<file path="src/rtl/secctl_pkg.sv">
package secctl_pkg;
  localparam int REG_W  = 32;
  localparam int LOCK_W = 5;

  // word indices of the registers (byte offset / 4)
  localparam int IDX_CTRL   = 0;
  localparam int IDX_LOCK   = 1;
  localparam int IDX_STS    = 2;
  localparam int IDX_MSK    = 3;
  localparam int IDX_UNLOCK = 4;

  localparam logic [REG_W-1:0] CTRL_RST     = 32'h0C00_6000;
  localparam logic [REG_W-1:0] CTRL_RO      = (32'h1 << 31) | (32'h1 << 28);
  localparam logic [REG_W-1:0] BAD_KEY_CLR  = (32'h1 << 27) | (32'h7 << 9);
  localparam logic [REG_W-1:0] UNLOCK_KEY   = 32'h757B_DF0D;

  // control bits held by each lock bit
  function automatic logic [REG_W-1:0] lock_group(input int idx);
    case (idx)
      4:       return 32'h0000_1000;
      3:       return 32'h0000_0E00;
      2:       return 32'h0000_0100;
      1:       return 32'h0000_0080;
      0:       return 32'h0000_007F;
      default: return '0;
    endcase
  endfunction
endpackage

</file>
<file path="src/rtl/secctl_lockctl.sv">
module secctl_lockctl
  import secctl_pkg::*;
#(
  parameter int DW = REG_W,
  parameter int LW = LOCK_W
) (
  input  logic          clk,
  input  logic          rst,
  input  logic          ctrl_we,
  input  logic          lock_we,
  input  logic          unlock_we,
  input  logic [DW-1:0] wdata,
  output logic [DW-1:0] ctrl_q,
  output logic [LW-1:0] lock_q,
  output logic          blocked_q
);
  logic [LW-1:0][DW-1:0] grp_frz;
  logic [DW-1:0]         frz;
  logic                  bad_unl;

  genvar g;
  generate
    for (g = 0; g < LW; g++) begin : g_grp
      assign grp_frz[g] = lock_q[g] ? lock_group(g) : '0;
    end
  endgenerate

  always_comb begin
    frz = '0;
    for (int i = 0; i < LW; i++) frz = frz | grp_frz[i];
  end

  assign bad_unl = unlock_we && (wdata != UNLOCK_KEY);

  always_ff @(posedge clk) begin
    if (rst) begin
      ctrl_q    <= CTRL_RST;
      lock_q    <= '0;
      blocked_q <= 1'b0;
    end else begin
      if (bad_unl) begin
        ctrl_q    <= ctrl_q & ~BAD_KEY_CLR;
        blocked_q <= 1'b1;
      end else if (ctrl_we) begin
        ctrl_q <= ((wdata & ~frz) | (ctrl_q & frz)) & ~CTRL_RO;
      end
      if (lock_we) lock_q <= lock_q | wdata[LW-1:0];
    end
  end

  // lock bits never fall
  p_lock_sticky_r2: assert property (@(posedge clk) disable iff (rst)
    (lock_q & $past(lock_q)) == $past(lock_q));

  // frozen fields hold unless the wrong key arrived
  p_frozen_hold_r3: assert property (@(posedge clk) disable iff (rst)
    !$past(bad_unl) |-> (((ctrl_q ^ $past(ctrl_q)) & $past(frz)) == '0));

  // the shut window stays shut
  p_blocked_sticky_r7: assert property (@(posedge clk) disable iff (rst)
    blocked_q |=> blocked_q);
endmodule

</file>
<file path="src/rtl/secctl_irq.sv">
module secctl_irq #(
  parameter int DW = 32
) (
  input  logic          clk,
  input  logic          rst,
  input  logic          sts_we,
  input  logic          msk_we,
  input  logic [DW-1:0] wdata,
  input  logic [DW-1:0] hw_set,
  output logic [DW-1:0] sts_q,
  output logic [DW-1:0] msk_q,
  output logic          irq_q
);
  logic [DW-1:0] sts_n, msk_n, clr;

  always_comb begin
    clr   = sts_we ? wdata : '0;
    sts_n = (sts_q & ~clr) | hw_set;
    msk_n = msk_we ? wdata : msk_q;
  end

  always_ff @(posedge clk) begin
    if (rst) begin
      sts_q <= '0;
      msk_q <= '1;
      irq_q <= 1'b0;
    end else begin
      sts_q <= sts_n;
      msk_q <= msk_n;
      irq_q <= |(sts_n & ~msk_n);
    end
  end

  // an event bit is always set after its edge
  p_hw_wins_r10: assert property (@(posedge clk) disable iff (rst)
    (sts_q & $past(hw_set)) == $past(hw_set));

  // output level matches the stored status and mask
  p_irq_level_r8: assert property (@(posedge clk) disable iff (rst)
    irq_q == (|(sts_q & ~msk_q)));
endmodule

</file>
<file path="src/rtl/secctl_regbank.sv">
module secctl_regbank
  import secctl_pkg::*;
#(
  parameter int ADDR_W = 8,
  parameter int DW     = REG_W
) (
  input  logic              clk,
  input  logic              rst,
  input  logic [ADDR_W-1:0] bus_addr,
  input  logic              bus_wr_en,
  input  logic [DW-1:0]     bus_wdata,
  output logic [DW-1:0]     bus_rdata,
  input  logic [DW-1:0]     hw_status_set,
  output logic [DW-1:0]     ctrl_o,
  output logic              irq_o
);
  localparam int IW = ADDR_W - 2;

  logic [IW-1:0]     idx;
  logic              acc_ok;
  logic              ctrl_we, lock_we, unl_we, sts_we, msk_we;
  logic [DW-1:0]     ctrl_q, sts_q, msk_q, rd_n;
  logic [LOCK_W-1:0] lock_q;
  logic              blocked_q;

  assign idx    = bus_addr[ADDR_W-1:2];
  assign acc_ok = (bus_addr[1:0] == 2'b00) && !blocked_q;

  assign ctrl_we = bus_wr_en && acc_ok && (idx == IW'(IDX_CTRL));
  assign lock_we = bus_wr_en && acc_ok && (idx == IW'(IDX_LOCK));
  assign sts_we  = bus_wr_en && acc_ok && (idx == IW'(IDX_STS));
  assign msk_we  = bus_wr_en && acc_ok && (idx == IW'(IDX_MSK));
  assign unl_we  = bus_wr_en && acc_ok && (idx == IW'(IDX_UNLOCK));

  secctl_lockctl #(.DW(DW), .LW(LOCK_W)) u_lock (
    .clk       (clk),
    .rst       (rst),
    .ctrl_we   (ctrl_we),
    .lock_we   (lock_we),
    .unlock_we (unl_we),
    .wdata     (bus_wdata),
    .ctrl_q    (ctrl_q),
    .lock_q    (lock_q),
    .blocked_q (blocked_q)
  );

  secctl_irq #(.DW(DW)) u_irq (
    .clk    (clk),
    .rst    (rst),
    .sts_we (sts_we),
    .msk_we (msk_we),
    .wdata  (bus_wdata),
    .hw_set (hw_status_set),
    .sts_q  (sts_q),
    .msk_q  (msk_q),
    .irq_q  (irq_o)
  );

  always_comb begin
    rd_n = '0;
    if (acc_ok) begin
      case (idx)
        IW'(IDX_CTRL): rd_n = ctrl_q;
        IW'(IDX_LOCK): rd_n = DW'(lock_q);
        IW'(IDX_STS):  rd_n = sts_q;
        IW'(IDX_MSK):  rd_n = msk_q;
        default:       rd_n = '0;
      endcase
    end
  end

  always_ff @(posedge clk) begin
    if (rst) bus_rdata <= '0;
    else     bus_rdata <= rd_n;
  end

  assign ctrl_o = ctrl_q;

  // nothing leaks out of a shut window
  p_blocked_reads_zero_r7: assert property (@(posedge clk) disable iff (rst)
    $past(blocked_q) |-> (bus_rdata == '0));

  // fixed bits of the control word stay low
  p_ro_bits_low_r5: assert property (@(posedge clk) disable iff (rst)
    (ctrl_o[31] == 1'b0) && (ctrl_o[28] == 1'b0));
endmodule

</file>
<file path="config.mk">
export PLATFORM = sky130hd
export DESIGN_NAME = secctl_regbank
export DESIGN_NICKNAME = d
export VERILOG_FILES = /design/src/rtl/secctl_pkg.sv /design/src/rtl/secctl_lockctl.sv /design/src/rtl/secctl_irq.sv /design/src/rtl/secctl_regbank.sv
export SDC_FILE = /design/constraint.sdc
export NUM_CORES = 1
export LEC_CHECK = 0
export BUFFER_PORTS_ARGS = -buffer_cell sky130_fd_sc_hd__buf_2
export CORE_AREA = 2 2 115 117
export DETAILED_ROUTE_END_ITERATION = 10
export DIE_AREA = 0 0 117 119
export GPL_ROUTABILITY_DRIVEN = 0
export GPL_TIMING_DRIVEN = 0
export PLACE_DENSITY = 0.79
export SYNTH_ARGS = -nofsm -noshare
export SYNTH_HDL_FRONTEND = slang
export SYNTH_SLANG_ARGS = --single-unit
export TNS_END_PERCENT = 30
</file>
<file path="constraint.sdc">
create_clock -name clk -period 2 [get_ports clk]
set_input_delay 0.1 -clock clk [delete_from_list [all_inputs] [get_ports clk]]
set_output_delay 0.1 -clock clk [all_outputs]
set_load 0.03 [all_outputs]
</file>
==> metrics.md <==
| Metric | Value |
|---|---|
| Status | complete, but fails checks |
| Violated checks | negative setup slack |
| Tmin final | 2.34 ns |
| Post-synthesis to final-layout area growth | 42.3% |
| Maximum VDD drop | about 600 uV |
| DR DRC count | 0 |
| Leak Pwr | approximately 3.7 nW |
| CTS root buf | clkbuf_16 |
| Via count | between 7000 and 8000 |
| TritonCTS clock tree | yes |
| Vias in the first global route | ~6500 |
| Fin util | 0.654 |
| CTS max path bufs | 2 |
| Yosys cell types | 39 |
| Avg WL per Cell | approximately 20 um |
| Final Setup Violations | 5 |
| GRT Overall Usage | 0.335 |
| Reg-to-reg slack, setup | -0.34 ns |
| Final ANT Viol Nets | 0 |
| Pin count of the biggest net entering global routing | 17 |
| Worst-Margin Slew | around 0.88 ns |
| DRT Wirelength | between 20000 and 25000 um |
| Post-synthesis sequential area ratio | 0.450 |
| Grt total ovfl | 0 |
| Layout Skew | roughly 0.007 ns |
| RSZ-0062 raised after global routing | yes |
| Hold path depth | 4 |
| Initial antenna violation count | 1 |
| # Max-Cap Violations | 0 |
| Post-layout worst setup margin | -0.343 ns |
| Pre-antenna DRT Iters | 6 |
| Slew HR | 0.412 |
| P per Cell Area | between 700 and 800 nW/um^2 |
| Hold endpoint | u_irq.sts_q[25]$_SDFF_PP0_ |
| Setup_tns | -0.412 ns |
| # IOs | 140 |
| Asr flop ratio synth | 0 |
| Worst Reg-to-Reg Cells | 8 |
| YS warnings | 0 |
| Critical path class | register to register |
| Rows | 42 |
| Mux cell area share after synthesis | 0.0664 |
| Die span in y | around 120 um |
| Mapped Area | just under 6000 sq um |
| TritonCTS Sinks | between 100 and 150 |
| Crit Reg-Reg Startpoint | u_lock.blocked_q$_SDFFE_PP0P_ |
| Initial DRC count | 1149 |
| Top FF cell, synth | dfxtp_1 |
| First-pass GRT wire length | between 30000 and 40000 um |
| Cell count after synthesis | about 760 |
| Simple-Gate Fraction of Synth Area | 0.248 |
| CP required | 2.30 ns |
| Detailed placement HPWL | 15200 um |
| Startpoint types | register |
| Core area | roughly 13000 sq um |
| Share of cells above drive strength 1 | 0.232 |
| H-tree Lvls | 4 |
| Final hold vios | 0 |
| CTS Buf Count | 17 |
| Synth Register Bits | approximately 130 |
| Worst skew pair latency | 0.43 ns |
| Post-synthesis xor/xnor area fraction | 0 |
| Adder-Cell Fraction of Synth Area | 0 |
| Largest family of logic cells by synthesized area | simple AND/OR/NAND/NOR gates |
| Die area | ~14000 sq um |
| Critical Path AT | between 2 and 3 ns |
| Final #Nets | 1066 |
| Clock transition at path regs | about 0.060 ns |
| Hold Crit Class | input pin to register |
| Post-synthesis compound-gate area fraction | 0.181 |
| Vias per cell | about 6 |
| Die Wd | about 120 um |
| Tot Pwr | around 0.0064 W |
| Worst-path maximum fanout | 5 |
| I/O Buffers | 136 |
| Critical Path End Type | register |
| Commonest non-fill, non-tap cells in the layout | nand2_1 (152), buf_2 (139), dfxtp_1 (132) |
| Initial Util | 0.460 |
| Max Fclk | about 0.43 GHz |
| Reg-to-Reg End | u_irq.irq_q$_SDFF_PP0_ |
| Commonest non-fill, non-tap cell in the layout | nand2_1 |
| Final period util | 1.17 |
| Min-delay src | bus_wdata[25] |
| EDFF count, synth | 0 |
| Mapped Avg Cell Area | ~7.7 sq um |
| Slew Viols, Final | 0 |
## cells by family (layout without fill, tap and decap cells)
kind of cell           Yosys count  count (layout)
AO/OA/AOI/OAI                  178             178
buffers and inverters           79             315
flip-flops                     133             133
multiplexers                    33              33
other                            1               3
AND/OR/NAND/NOR                340             341
## stage by stage
stage          cell area (sq um)  hold WS (ns)  std cells  setup slack [ns]
2_1_floorplan               5930         0.217        765           0.00616
3_5_place_dp                6830         0.349       1077            -0.864
6_report                    8420        0.0128       1179            -0.343
4_1_cts                     8360       0.00532       1176            -0.223
3_3_place_gp                6830         0.339       1077            -0.831
5_1_grt                     8420        0.0608       1179            -0.330
## how the worst max path moves through the flow
stage | from | endpoint | slack (ns) | cells after the start
6_report | u_lock.blocked_q$_SDFFE_PP0P_ | u_irq.irq_q$_SDFF_PP0_ | -0.34 | 8
5_1_grt | u_lock.blocked_q$_SDFFE_PP0P_ | u_irq.irq_q$_SDFF_PP0_ | -0.33 | 8
4_1_cts | u_lock.blocked_q$_SDFFE_PP0P_ | u_irq.irq_q$_SDFF_PP0_ | -0.22 | 9
3_5_place_dp | u_lock.blocked_q$_SDFFE_PP0P_ | u_irq.irq_q$_SDFF_PP0_ | -0.86 | 8
3_3_place_gp | u_lock.blocked_q$_SDFFE_PP0P_ | u_irq.irq_q$_SDFF_PP0_ | -0.83 | 8
2_1_floorplan | u_lock.blocked_q$_SDFFE_PP0P_ | u_irq.irq_q$_SDFF_PP0_ | 0.006 | 8
## power by group
part	internal (W)	switching [W]
sequential	0.00270	0.0000524
combinational	0.000316	0.000421
clock	0.00178	0.00114
total	0.00480	0.00162
## registers in the layout (all words and copies together), names as in the netlist, named ones only
signal / cells
u_lock.ctrl_q: 17
u_lock.lock_q: 5
u_irq.msk_q: 32
u_irq.irq_q: 1
bus_rdata: 32
u_lock.blocked_q: 1
u_irq.sts_q: 32
## layout make-up
cell class,instances,area (sq um)
Fill cell,1016,4450
Buffer,45,246
Tap cell,176,220
Antenna cell,1,2.50
Inverter,32,120
Multi-Input combinational cell,554,3240
Clock inverter,5,50.0
Clock buffer,25,485
Timing Repair Buffer,208,1390
Sequential cell,133,2670
## synth_stat cells, types with 3 or more instances
library cell / instances / share of area
nor4_1: 8 / 0.0085
nand2_1: 155 / 0.098
and2_1: 3 / 0.0032
nand4b_1: 4 / 0.0059
nand3_1: 35 / 0.030
o32ai_1: 19 / 0.028
o22ai_1: 16 / 0.017
inv_1: 31 / 0.020
dfxtp_1: 133 / 0.45
buf_1: 6 / 0.0038
nor2_1: 107 / 0.068
mux2i_1: 28 / 0.047
nand4_1: 7 / 0.0074
o2111ai_1: 3 / 0.0044
buf_2: 3 / 0.0025
mux4_2: 5 / 0.019
o32ai_2: 5 / 0.014
nor3_1: 6 / 0.0051
o21ai_0: 36 / 0.030
clkbuf_1: 34 / 0.022
a21oi_1: 92 / 0.078
and3_1: 5 / 0.0053
## metal layers
metal | routed length, um | GRT usage | vias up
li1 | - | - | 3098
met1 | 8760 | 0.434 | 3228
met2 | 10400 | 0.504 | 579
met3 | 2730 | 0.0906 | 135
met4 | 1470 | 0.183 | 0
met5 | 0 | 0 | -
## repair_timing
action | 4_1_cts | 5_1_grt
setup endpoints to repair | 111 | 110
setup buffers | 4 | 3
endpoints found under the hold margin | 89 | 0
pin swaps | 5 | 3
resized for setup | 54 | 12
cloned | 2 | 0
hold buffers | 64 | 0
## critical path: stages (launching register included)
cell,delay [ns]
dfxtp_4,0.37
nor3_4,0.17
nand2_4,0.13
clkbuf_16,0.20
o32ai_4,0.35
o22ai_1,0.17
nor4_1,0.32
nand4_1,0.15
o31a_1,0.34
Power figures use the tool's default switching activity.
